**src/rtl/tlb_pkg.sv**
```systemverilog
package tlb_pkg;
  localparam int unsigned DEF_SLOTS = 4;
  localparam int unsigned DEF_VPN_W = 20;
  localparam int unsigned DEF_PPN_W = 20;

  function automatic int unsigned idx_width(input int unsigned n);
    return (n <= 1) ? 1 : $clog2(n);
  endfunction
endpackage

```
**src/rtl/tlb_cam.sv**
```systemverilog
module tlb_cam
  import tlb_pkg::*;
#(
  parameter int unsigned SLOTS = DEF_SLOTS,
  parameter int unsigned VPN_W = DEF_VPN_W,
  parameter int unsigned PPN_W = DEF_PPN_W,
  localparam int unsigned IW   = idx_width(SLOTS)
) (
  input  logic             clk,
  input  logic             rst,
  input  logic [SLOTS-1:0] slot_vld,
  input  logic [VPN_W-1:0] slot_vpn [SLOTS],
  input  logic [PPN_W-1:0] slot_ppn [SLOTS],
  input  logic [VPN_W-1:0] key,
  output logic             hit,
  output logic [IW-1:0]    hit_idx,
  output logic [PPN_W-1:0] hit_ppn
);
  logic [SLOTS-1:0] match;

  for (genvar g = 0; g < SLOTS; g++) begin : g_cmp
    assign match[g] = slot_vld[g] && (slot_vpn[g] == key);
  end

  always_comb begin
    hit_idx = '0;
    hit_ppn = '0;
    for (int i = 0; i < SLOTS; i++) begin
      if (match[i]) begin
        hit_idx = IW'(i);
        hit_ppn = hit_ppn | slot_ppn[i];
      end
    end
  end

  assign hit = |match;

  // a page is never held in two valid slots
  p_single_match_r6: assert property (@(posedge clk) disable iff (rst)
    $onehot0(match));
endmodule

```
**src/rtl/tlb_age.sv**
```systemverilog
module tlb_age
  import tlb_pkg::*;
#(
  parameter int unsigned SLOTS = DEF_SLOTS,
  localparam int unsigned IW   = idx_width(SLOTS)
) (
  input  logic          clk,
  input  logic          rst,
  input  logic          clr,
  input  logic          touch,
  input  logic [IW-1:0] touch_idx,
  output logic [IW-1:0] lru_idx
);
  localparam logic [IW-1:0] OLDEST = IW'(SLOTS - 1);

  logic [IW-1:0]    age_q [SLOTS];
  logic [SLOTS-1:0] is_oldest;

  for (genvar g = 0; g < SLOTS; g++) begin : g_age
    always_ff @(posedge clk) begin
      if (rst || clr) begin
        age_q[g] <= IW'(SLOTS - 1 - g);
      end else if (touch) begin
        if (touch_idx == IW'(g))
          age_q[g] <= '0;
        else if (age_q[g] < age_q[touch_idx])
          age_q[g] <= age_q[g] + 1'b1;
      end
    end
    assign is_oldest[g] = (age_q[g] == OLDEST);
  end

  always_comb begin
    lru_idx = '0;
    for (int i = 0; i < SLOTS; i++)
      if (is_oldest[i]) lru_idx = IW'(i);
  end

  // a touched slot becomes the most recently used one
  p_touch_mru_r5: assert property (@(posedge clk) disable iff (rst)
    (touch && !clr) |=> (age_q[$past(touch_idx)] == '0));

  // the usage order always names exactly one oldest slot
  p_one_oldest_r4: assert property (@(posedge clk) disable iff (rst)
    $countones(is_oldest) == 1);
endmodule

```
**src/rtl/xlat_tlb.sv**
```systemverilog
module xlat_tlb
  import tlb_pkg::*;
#(
  parameter int unsigned SLOTS = DEF_SLOTS,
  parameter int unsigned VPN_W = DEF_VPN_W,
  parameter int unsigned PPN_W = DEF_PPN_W
) (
  input  logic             clk,
  input  logic             rst,
  input  logic             lkp_vld,
  input  logic [VPN_W-1:0] lkp_vpn,
  output logic             lkp_hit,
  output logic [PPN_W-1:0] lkp_ppn,
  input  logic             fill_vld,
  input  logic [VPN_W-1:0] fill_vpn,
  input  logic [PPN_W-1:0] fill_ppn,
  input  logic             flush
);
  localparam int unsigned   IW   = idx_width(SLOTS);
  localparam logic [IW-1:0] LAST = IW'(SLOTS - 1);

  logic [SLOTS-1:0] vld_q;
  logic [VPN_W-1:0] vpn_q [SLOTS];
  logic [PPN_W-1:0] ppn_q [SLOTS];
  logic [IW-1:0]    ptr_q;

  logic             l_hit,  f_hit;
  logic [IW-1:0]    l_idx,  f_idx;
  logic [PPN_W-1:0] l_ppn,  f_ppn_unused;
  logic [IW-1:0]    lru_idx, victim;
  logic             full, do_fill, touch;
  logic [IW-1:0]    touch_idx;

  tlb_cam #(.SLOTS(SLOTS), .VPN_W(VPN_W), .PPN_W(PPN_W)) u_lkp_cam (
    .clk(clk), .rst(rst), .slot_vld(vld_q), .slot_vpn(vpn_q),
    .slot_ppn(ppn_q), .key(lkp_vpn), .hit(l_hit), .hit_idx(l_idx),
    .hit_ppn(l_ppn));

  tlb_cam #(.SLOTS(SLOTS), .VPN_W(VPN_W), .PPN_W(PPN_W)) u_fill_cam (
    .clk(clk), .rst(rst), .slot_vld(vld_q), .slot_vpn(vpn_q),
    .slot_ppn(ppn_q), .key(fill_vpn), .hit(f_hit), .hit_idx(f_idx),
    .hit_ppn(f_ppn_unused));

  assign full      = &vld_q;
  assign do_fill   = fill_vld && !flush;
  assign victim    = f_hit ? f_idx : (full ? lru_idx : ptr_q);
  assign lkp_hit   = lkp_vld && l_hit;
  assign lkp_ppn   = lkp_hit ? l_ppn : '0;
  assign touch     = do_fill || lkp_hit;
  assign touch_idx = do_fill ? victim : l_idx;

  tlb_age #(.SLOTS(SLOTS)) u_age (
    .clk(clk), .rst(rst), .clr(flush), .touch(touch),
    .touch_idx(touch_idx), .lru_idx(lru_idx));

  // valid flags and fill pointer
  always_ff @(posedge clk) begin
    if (rst || flush) begin
      vld_q <= '0;
      ptr_q <= '0;
    end else if (do_fill) begin
      vld_q[victim] <= 1'b1;
      if (!f_hit && !full)
        ptr_q <= (ptr_q == LAST) ? '0 : ptr_q + 1'b1;
    end
  end

  // translation storage: plain write port, no reset
  always_ff @(posedge clk) begin
    if (do_fill) begin
      vpn_q[victim] <= fill_vpn;
      ppn_q[victim] <= fill_ppn;
    end
  end

  // flush leaves no valid slot behind
  p_flush_empty_r7: assert property (@(posedge clk) disable iff (rst)
    flush |=> (vld_q == '0));

  // a fresh page into a store with free slots moves the pointer by one
  p_ptr_step_r3: assert property (@(posedge clk) disable iff (rst)
    (do_fill && !f_hit && !full) |=>
      (ptr_q == (($past(ptr_q) == LAST) ? '0 : $past(ptr_q) + 1'b1)));

  // rewriting a present page keeps the valid count unchanged
  p_inplace_r6: assert property (@(posedge clk) disable iff (rst)
    (do_fill && f_hit) |=> ($countones(vld_q) == $countones($past(vld_q))));

  // a fill dropped by flush leaves nothing valid
  p_flush_wins_r8: assert property (@(posedge clk) disable iff (rst)
    (flush && fill_vld) |=> (vld_q == '0));

  // a miss never drives a frame number
  p_miss_zero_r2: assert property (@(posedge clk) disable iff (rst)
    !lkp_hit |-> (lkp_ppn == '0));
endmodule

```
**config.mk**
```make
export PLATFORM = sky130hd
export DESIGN_NAME = xlat_tlb
export DESIGN_NICKNAME = d
export VERILOG_FILES = /design/src/rtl/tlb_pkg.sv /design/src/rtl/tlb_cam.sv /design/src/rtl/tlb_age.sv /design/src/rtl/xlat_tlb.sv
export SDC_FILE = /design/constraint.sdc
export NUM_CORES = 1
export LEC_CHECK = 0
export CAP_MARGIN = 15
export CELL_PAD_IN_SITES_DETAIL_PLACEMENT = 0
export CELL_PAD_IN_SITES_GLOBAL_PLACEMENT = 2
export CORE_ASPECT_RATIO = 0.5
export CORE_MARGIN = 2
export CORE_UTILIZATION = 40
export CTS_CLUSTER_SIZE = 20
export DETAILED_ROUTE_END_ITERATION = 10
export GPL_ROUTABILITY_DRIVEN = 0
export MAX_ROUTING_LAYER = met4
export PLACE_DENSITY_LB_ADDON = 0.1
export SYNTH_ARGS = -nofsm -noshare
export SYNTH_HDL_FRONTEND = slang
export SYNTH_SLANG_ARGS = --single-unit
```
**constraint.sdc**
```tcl
create_clock -name clk -period 5.56 [get_ports clk]
set_input_delay 0.834 -clock clk [delete_from_list [all_inputs] [get_ports clk]]
set_output_delay 0.834 -clock clk [all_outputs]
set_load 0.005 [all_outputs]
```
Word level (Yosys, flattened, before mapping)
Memories as Yosys holds them, arrays and structs flattened.
Index checks and enable logic that the tools add are counted.
{"block": "word_totals", "reg_bits": 166, "mem_bits_rw": 8, "in_bits": 65, "output_inout_bits": 21, "wordCells": 145, "n_memories": 1}
{"name": "u_age.age_q", "words": 4, "width": 2, "read_ports": 5, "rd_ports_with_merged_regs": 0, "write_ports": 4, "line": "tlb_age.sv:16", "text": "logic [IW-1:0] age_q [SLOTS];"}
{"block": "classes", "add_sub_neg": 5, "order_cmp": 8, "eq_ne": 15, "mux": 70, "bitwise_logic": 13, "reduce_logical": 23}
{"cell": "$bwmux 80", "n": 2}
{"cell": "$eq 20x20->1", "n": 8}
{"cell": "$mux 20", "n": 6}
{"cell": "$or 20x20->20", "n": 3}
{"cell": "$mux 1", "n": 42}
{"cell": "$demux 20 s2", "n": 1}
{"cell": "$mux 2", "n": 18}
{"cell": "$logic_and 1x1->1", "n": 13}
{"cell": "$eq 2x2->1 const B", "n": 6}
{"cell": "$add 2x1->2 const B", "n": 5}
{"cell": "$lt 2x2->1", "n": 4}
{"cell": "$or 1x1->1", "n": 8}
{"cell": "$reduce_or 4->1", "n": 2}
{"cell": "$or 4x4->4", "n": 1}
{"cell": "$reduce_and 4->1", "n": 1}
{"cell": "$ge 3x3->1 const B", "n": 1}
{"cell": "$logic_not 1->1", "n": 3}
{"cell": "$lt 2x3->1 const B", "n": 1}
{"cell": "$lt 3x1->1 const B", "n": 1}
{"cell": "$not 2->3", "n": 1}
{"cell": "$demux 1 s2", "n": 1}
{"cell": "$eq 2x1->1 const B", "n": 1}
{"cell": "$ge 2x1->1 const B", "n": 1}
{"cell": "$logic_not 2->1", "n": 1}
{"cell": "other kinds (2)", "n": 3}

Logic depth before layout (Yosys ltp)
An unclocked memory read counts as a cell.
{"block": "logic_depth", "depth_word": 16, "depth_mapped": 12, "ltp_nobuf": 11}

Modules after synthesis
Synthesis repeated with hierarchy kept, for this count alone.
{"block": "hier_totals", "cells_unflattened": 805, "hier_area_um2": 9445.3}
{"mod": "xlat_tlb", "instances": 1, "cells_each": 232, "area_each_um2": 5341.4, "seq_area_each_um2": 4924.7}
{"mod": "tlb_cam", "instances": 2, "cells_each": 253, "area_each_um2": 1689.1, "seq_area_each_um2": 0.0}
{"mod": "tlb_age", "instances": 1, "cells_each": 67, "area_each_um2": 725.7, "seq_area_each_um2": 240.2}

Least setup slack after synthesis
Ideal clock, no wire load.
{"block": "synth_timing", "path_type": "input port to flip-flop", "from": "input port fill_vpn[10]", "to": "register ppn_q[60] in the netlist's numbering (enable)", "setup_ns": 0.439, "arrival_time_ns": 3.838, "required_time_ns": 5.121, "path_slack_ns": 1.283, "path_stages": 8, "path_buffers": 1, "path_cell_list": "buf_2 -> xnor2_1 -> nand4_1 -> nor4_1 -> a21bo_2 -> a21oi_2 -> or2_2 -> nor2_1"}
{"item": "start: declaration", "line": "xlat_tlb.sv:15", "text": "input logic [VPN_W-1:0] fill_vpn,"}
{"item": "end signal: indexed assignment", "line": "xlat_tlb.sv:72", "text": "ppn_q[victim] <= fill_ppn;"}
{"item": "end: declaration", "line": "xlat_tlb.sv:24", "text": "logic [PPN_W-1:0] ppn_q [SLOTS];"}

Worst setup path in the final report
{"block": "layout_timing", "from": "input port lkp_vpn[5]", "to": "output port lkp_ppn[15]"}
{"block": "layout_via", "elab_chain_len": 10, "word_cells_on_any_way": 18, "cone_classes": "4 x eq/ne; 5 x mux; 3 x bitwise; 6 x reduce/logical"}
{"item": "start: declaration", "line": "xlat_tlb.sv:11", "text": "input logic [VPN_W-1:0] lkp_vpn,"}
{"item": "$eq 20x20->1", "line": "tlb_cam.sv:22", "text": "assign match[g] = slot_vld[g] && (slot_vpn[g] == key);"}
{"item": "$logic_and 1x1->1", "line": "tlb_cam.sv:22"}
{"item": "$mux 20", "line": "tlb_cam.sv:29", "text": "if (match[i]) begin"}
{"item": "$or 20x20->20", "line": "tlb_cam.sv:31", "text": "hit_ppn = hit_ppn | slot_ppn[i];"}
{"item": "$mux 20", "line": "tlb_cam.sv:29"}
{"item": "$or 20x20->20", "line": "tlb_cam.sv:31"}
{"item": "$mux 20", "line": "tlb_cam.sv:29"}
{"item": "$or 20x20->20", "line": "tlb_cam.sv:31"}
{"item": "$mux 20", "line": "tlb_cam.sv:29"}
{"item": "$mux 20 (*)", "line": "xlat_tlb.sv:48", "text": "assign lkp_ppn = lkp_hit ? l_ppn : '0;"}
{"item": "end: declaration", "line": "xlat_tlb.sv:13", "text": "output logic [PPN_W-1:0] lkp_ppn,"}
Every way passes the cells marked *; elsewhere a longest branch is shown, timed or not.

==> impl_results.html <==
<table>
<tr><th>Metric</th><th>Value</th></tr>
<tr><th colspan="2">Routing</th></tr>
<tr><td>WL/cell</td><td>22.78 um</td></tr>
<tr><td>Average via count per standard cell</td><td>5.434</td></tr>
<tr><td>Count of TritonRoute iterations in the first routing pass</td><td>6</td></tr>
<tr><td>Post-Route WL</td><td>22.87 mm</td></tr>
<tr><td>Antenna viol nets, final</td><td>0</td></tr>
<tr><td>Number of remaining DRC errors</td><td>0</td></tr>
<tr><td>Total via count in the routed design</td><td>5456</td></tr>
<tr><td>Detailed Route Iter0 Violations</td><td>543</td></tr>
<tr><th colspan="2">Synthesis</th></tr>
<tr><td>Share of the yosys chip area belonging to registers</td><td>0.6211</td></tr>
<tr><td>Combinational family with the most area after synthesis</td><td>XOR/XNOR gates</td></tr>
<tr><td>Warnings from Yosys</td><td>0</td></tr>
<tr><td>Fraction of synthesis flops using an asynchronous set or reset pin</td><td>0</td></tr>
<tr><td>Xor-xnor portion of the synthesized cell area</td><td>0.1685</td></tr>
<tr><td>Post-synthesis share of cell area spent on and, or, nand and nor gates</td><td>0.09675</td></tr>
<tr><td>Syn_nets</td><td>688</td></tr>
<tr><td>Area of the mapped netlist</td><td>0.008315 mm2</td></tr>
<tr><td>Average cell area after synthesis</td><td>13.43 um2</td></tr>
<tr><td>Number of distinct library cells after synthesis</td><td>56</td></tr>
<tr><td>Fraction of the mapped netlist area in adder cells</td><td>0.006019</td></tr>
<tr><td>Number of flops mapped to enable cells by yosys</td><td>168</td></tr>
<tr><td>Synthesized instance count</td><td>619</td></tr>
<tr><td>Top FF cell, synth</td><td>sky130_fd_sc_hd__edfxtp_1</td></tr>
<tr><td>Multiplexer area fraction after synthesis</td><td>0.003611</td></tr>
<tr><td>Share of the synthesized area in compound gates (AO/OA/AOI/OAI)</td><td>0.08712</td></tr>
<tr><td>Total of flip-flops plus latches after synthesis</td><td>174</td></tr>
<tr><th colspan="2">Critical path</th></tr>
<tr><td>Critical path data required time</td><td>4.73 ns</td></tr>
<tr><td>Crit path arrival time</td><td>4.21 ns</td></tr>
<tr><td>Setup crit start kind</td><td>input port</td></tr>
<tr><td>End of the worst register-to-register path</td><td>u_age.age_q[0][0]</td></tr>
<tr><td>Destination of the critical timing path</td><td>lkp_ppn[15]</td></tr>
<tr><td>Critical R2R Launch</td><td>vpn_q[5]</td></tr>
<tr><td>Kind of end point of the critical path</td><td>output port</td></tr>
<tr><td>Peak fanout along the critical path</td><td>15</td></tr>
<tr><td>R2R depth</td><td>10</td></tr>
<tr><td>Kind of critical path</td><td>in2out</td></tr>
<tr><td>Worst setup path start</td><td>lkp_vpn[5]</td></tr>
<tr><td>Setup slack, reg-to-reg</td><td>1.50 ns</td></tr>
<tr><th colspan="2">STA</th></tr>
<tr><td>Final critical path time including I/O delays and setup</td><td>5.043 ns</td></tr>
<tr><td>Measured slew at the worst slew-check pin</td><td>0.6774 ns</td></tr>
<tr><td>Unrepaired setup endpoints after global routing</td><td>false</td></tr>
<tr><td>Total setup violations reported at the end of the flow</td><td>0</td></tr>
<tr><td>Max Fclk</td><td>0.1983 GHz</td></tr>
<tr><td>Crit share post-route</td><td>0.9070</td></tr>
<tr><td>Post-Route Skew</td><td>0.01350 ns</td></tr>
<tr><td>Fin. Hold Viols</td><td>0</td></tr>
<tr><td>Worst relative slew slack</td><td>0.5442</td></tr>
<tr><td>Pins Over Slew Limit</td><td>0</td></tr>
<tr><td>Setup TNS</td><td>0 ns</td></tr>
<tr><th colspan="2">GRT</th></tr>
<tr><td>Leftover overflow at the end of global routing</td><td>0</td></tr>
<tr><td>Maximum number of pins on one net before global-route repair</td><td>35</td></tr>
<tr><td>Antenna violations before repair</td><td>1</td></tr>
<tr><td>Via count of the first global-routing pass</td><td>5335</td></tr>
<tr><td>Wire length of the first global-routing pass</td><td>34.23 mm</td></tr>
<tr><td>All-layer global routing usage</td><td>0.2208</td></tr>
<tr><th colspan="2">Outcome</th></tr>
<tr><td>Result of the run</td><td>completed</td></tr>
<tr><th colspan="2">Clock tree</th></tr>
<tr><td>Max H-tree Level</td><td>4</td></tr>
<tr><td>Clock tree from TritonCTS</td><td>yes</td></tr>
<tr><td>Number of buffers created by CTS</td><td>17</td></tr>
<tr><td>Post-CTS setup-driven buffer insertion count</td><td>0</td></tr>
<tr><td>Clock Root Buffer</td><td>sky130_fd_sc_hd__clkbuf_16</td></tr>
<tr><td>Quantity of gates resized following cts</td><td>0</td></tr>
<tr><td>CTS hold repair buffers</td><td>0</td></tr>
<tr><td>Count of clock tree sinks</td><td>174</td></tr>
<tr><td>Clock-pin transition on the worst setup and hold timing paths</td><td>0.06 ns</td></tr>
<tr><td>Clock tree buffer depth</td><td>2</td></tr>
<tr><td>Clock network latency to the later pin of the worst-skew pair</td><td>0.44 ns</td></tr>
<tr><th colspan="2">Final layout</th></tr>
<tr><td>Final non-filler cell area</td><td>0.01021 mm2</td></tr>
<tr><td>P&amp;R area growth vs syn</td><td>22.77%</td></tr>
<tr><td>Final net count</td><td>786</td></tr>
<tr><td>Share of final-layout standard cells stronger than drive strength 1</td><td>0.09178</td></tr>
<tr><th colspan="2">Placement</th></tr>
<tr><td>Dpl hpwl</td><td>16.77 mm</td></tr>
<tr><td>Placement-stage cell area</td><td>0.009615 mm2</td></tr>
<tr><td>Number of buffer cells added on primary ports</td><td>85</td></tr>
<tr><th colspan="2">Floorplanning</th></tr>
<tr><td>Cell Rows</td><td>37</td></tr>
<tr><td>Floorplan Core Area</td><td>0.02046 mm2</td></tr>
<tr><td>Initial cell density of the core</td><td>0.4064</td></tr>
<tr><td>Area enclosed by the die boundary</td><td>0.02203 mm2</td></tr>
<tr><td>Die Height</td><td>106.0 um</td></tr>
<tr><td>DIE WIDTH</td><td>207.9 um</td></tr>
<tr><td>Number of I/O pins</td><td>86</td></tr>
<tr><th colspan="2">Pwr</th></tr>
<tr><td>Leakage</td><td>0.003169 uW</td></tr>
<tr><td>Total power divided by cell area</td><td>286.8 mW/mm2</td></tr>
<tr><td>VDD IR-drop max</td><td>0.0002180 V</td></tr>
<tr><th colspan="2">Worst hold path</th></tr>
<tr><td>Hold Path Class</td><td>reg2reg</td></tr>
<tr><th colspan="2">Job</th></tr>
<tr><td>Max-capacitance violation count</td><td>0</td></tr>
</table>
## kinds of logic after synthesis
logic type | count (synthesis)
flops | 174
simple gates | 147
mux | 3
fa+ha+maj | 4
buf+inv | 31
xor+xnor | 160
compound gates | 100
## cells in the final DEF (no fill, tap or decap), types with 3 or more instances in the layout
master	instances
sky130_fd_sc_hd__nand2_1	15
sky130_fd_sc_hd__nor2_4	4
sky130_fd_sc_hd__clkbuf_16	17
sky130_fd_sc_hd__clkinv_4	3
sky130_fd_sc_hd__clkinv_2	3
sky130_fd_sc_hd__and4_1	4
sky130_fd_sc_hd__mux2i_1	3
sky130_fd_sc_hd__xnor2_1	97
sky130_fd_sc_hd__xor2_1	63
sky130_fd_sc_hd__inv_1	7
sky130_fd_sc_hd__nand4_1	30
sky130_fd_sc_hd__ha_1	4
sky130_fd_sc_hd__a22oi_1	41
sky130_fd_sc_hd__clkdlybuf4s50_1	85
sky130_fd_sc_hd__a21oi_1	27
sky130_fd_sc_hd__buf_4	16
sky130_fd_sc_hd__nor4_1	20
sky130_fd_sc_hd__edfxtp_1	168
sky130_fd_sc_hd__a31oi_1	3
sky130_fd_sc_hd__o21ai_0	4
sky130_fd_sc_hd__nand3_1	21
sky130_fd_sc_hd__inv_8	5
sky130_fd_sc_hd__nor2_1	25
sky130_fd_sc_hd__or2_2	4
sky130_fd_sc_hd__dfxtp_1	6
sky130_fd_sc_hd__nor3b_1	3
sky130_fd_sc_hd__nor3_1	6
## state kept, by name, indices dropped and copies added (netlist names)
name         cells
ptr_q            2
vpn_q           80
vld_q            4
u_age.age_q      8
ppn_q           80
## how the worst min path moves through the flow
stage	from	endpoint	slack [ns]	depth (start not counted)
after global routing	ptr_q[1]	ptr_q[1]	0.56	2
after CTS	ptr_q[1]	ptr_q[1]	0.54	2
after detailed placement	ptr_q[1]	ptr_q[1]	0.53	2
after floorplan	vld_q[0]	vld_q[0]	0.48	2
final	ptr_q[1]	ptr_q[1]	0.54	2
after global placement	ptr_q[1]	ptr_q[1]	0.52	2
## worst max-delay path, stage by stage
cell and delay (ns):
sky130_fd_sc_hd__clkdlybuf4s50_1 0.54, sky130_fd_sc_hd__xor2_1 0.20, sky130_fd_sc_hd__nor4_1 0.63, sky130_fd_sc_hd__nand4_1 0.26, sky130_fd_sc_hd__nor3_4 0.56, sky130_fd_sc_hd__o41ai_2 0.18, sky130_fd_sc_hd__buf_4 0.23, sky130_fd_sc_hd__a21oi_1 0.23
sky130_fd_sc_hd__clkdlybuf4s50_1 0.55
## cells in the mapped netlist, types with 2 or more instances
| cell | count | share of area |
|---|---|---|
| sky130_fd_sc_hd__edfxtp_1 | 168 | 0.61 |
| sky130_fd_sc_hd__xnor2_1 | 97 | 0.10 |
| sky130_fd_sc_hd__xor2_1 | 63 | 0.066 |
| sky130_fd_sc_hd__a22oi_1 | 41 | 0.037 |
| sky130_fd_sc_hd__nand4_1 | 30 | 0.023 |
| sky130_fd_sc_hd__nor2_1 | 30 | 0.014 |
| sky130_fd_sc_hd__a21oi_1 | 27 | 0.016 |
| sky130_fd_sc_hd__nand3_1 | 21 | 0.013 |
| sky130_fd_sc_hd__nor4_1 | 21 | 0.016 |
| sky130_fd_sc_hd__nand2_1 | 15 | 0.0068 |
| sky130_fd_sc_hd__clkbuf_1 | 12 | 0.0054 |
| sky130_fd_sc_hd__buf_2 | 9 | 0.0054 |
| sky130_fd_sc_hd__inv_1 | 7 | 0.0032 |
| sky130_fd_sc_hd__dfxtp_1 | 6 | 0.014 |
| sky130_fd_sc_hd__nor3_1 | 6 | 0.0036 |
| sky130_fd_sc_hd__and4_1 | 4 | 0.0042 |
| sky130_fd_sc_hd__ha_1 | 4 | 0.0060 |
| sky130_fd_sc_hd__o21ai_0 | 4 | 0.0024 |
| sky130_fd_sc_hd__or2_2 | 4 | 0.0030 |
| sky130_fd_sc_hd__a31oi_1 | 3 | 0.0023 |
| sky130_fd_sc_hd__mux2i_1 | 3 | 0.0036 |
| sky130_fd_sc_hd__nor3b_1 | 3 | 0.0027 |
| sky130_fd_sc_hd__a2111oi_1 | 2 | 0.0024 |
| sky130_fd_sc_hd__a21o_1 | 2 | 0.0018 |
| sky130_fd_sc_hd__and3_1 | 2 | 0.0015 |
| sky130_fd_sc_hd__nor2b_1 | 2 | 0.0015 |
| sky130_fd_sc_hd__nor4b_1 | 2 | 0.0021 |
| sky130_fd_sc_hd__o21a_1 | 2 | 0.0018 |
| sky130_fd_sc_hd__or2_1 | 2 | 0.0015 |
## through the flow
step / power, uW / setup WS [ns] / util / std cells / hold WS [ns]
after floorplan: 1615 / 1.283 / - / 619 / 0.4846
after global placement: 1743 / 0.4954 / 0.4699 / 971 / 0.5167
after detailed placement: 1743 / 0.5134 / 0.4699 / 971 / 0.5255
after CTS: 2956 / 0.4866 / 0.4988 / 1003 / 0.5408
after global routing: 3027 / 0.4668 / 0.4989 / 1004 / 0.5602
final: 2928 / 0.5172 / 0.4989 / 1004 / 0.5357
## area by class of cell
type                    instances  area [um2]
flip-flops and latches        174        5165
inverters                       7       26.28
repair buffers                103        1011
multi-input cells             414        3072
clock buffers                  19       432.9
diodes                          1       2.502
well taps                     273       341.6
fillers                      1792       10250
clock inverters                13       157.7
## per-layer routing
| layer | share of wire | GRT usage |
|---|---|---|
| met1 | 0.49 | 0.3165 |
| met2 | 0.45 | 0.3237 |
| met3 | 0.058 | 0.04668 |
| met4 | 0.0090 | 0.04914 |
| met5 | 0 | - |
## where the power goes
part | internal [uW] | total [uW] | switching, uW
combinational | 103 | 243 | 140
clock | 677 | 1210 | 536
sequential | 1460 | 1470 | 13.6
No activity file was read; power rests on OpenSTA's default activity.
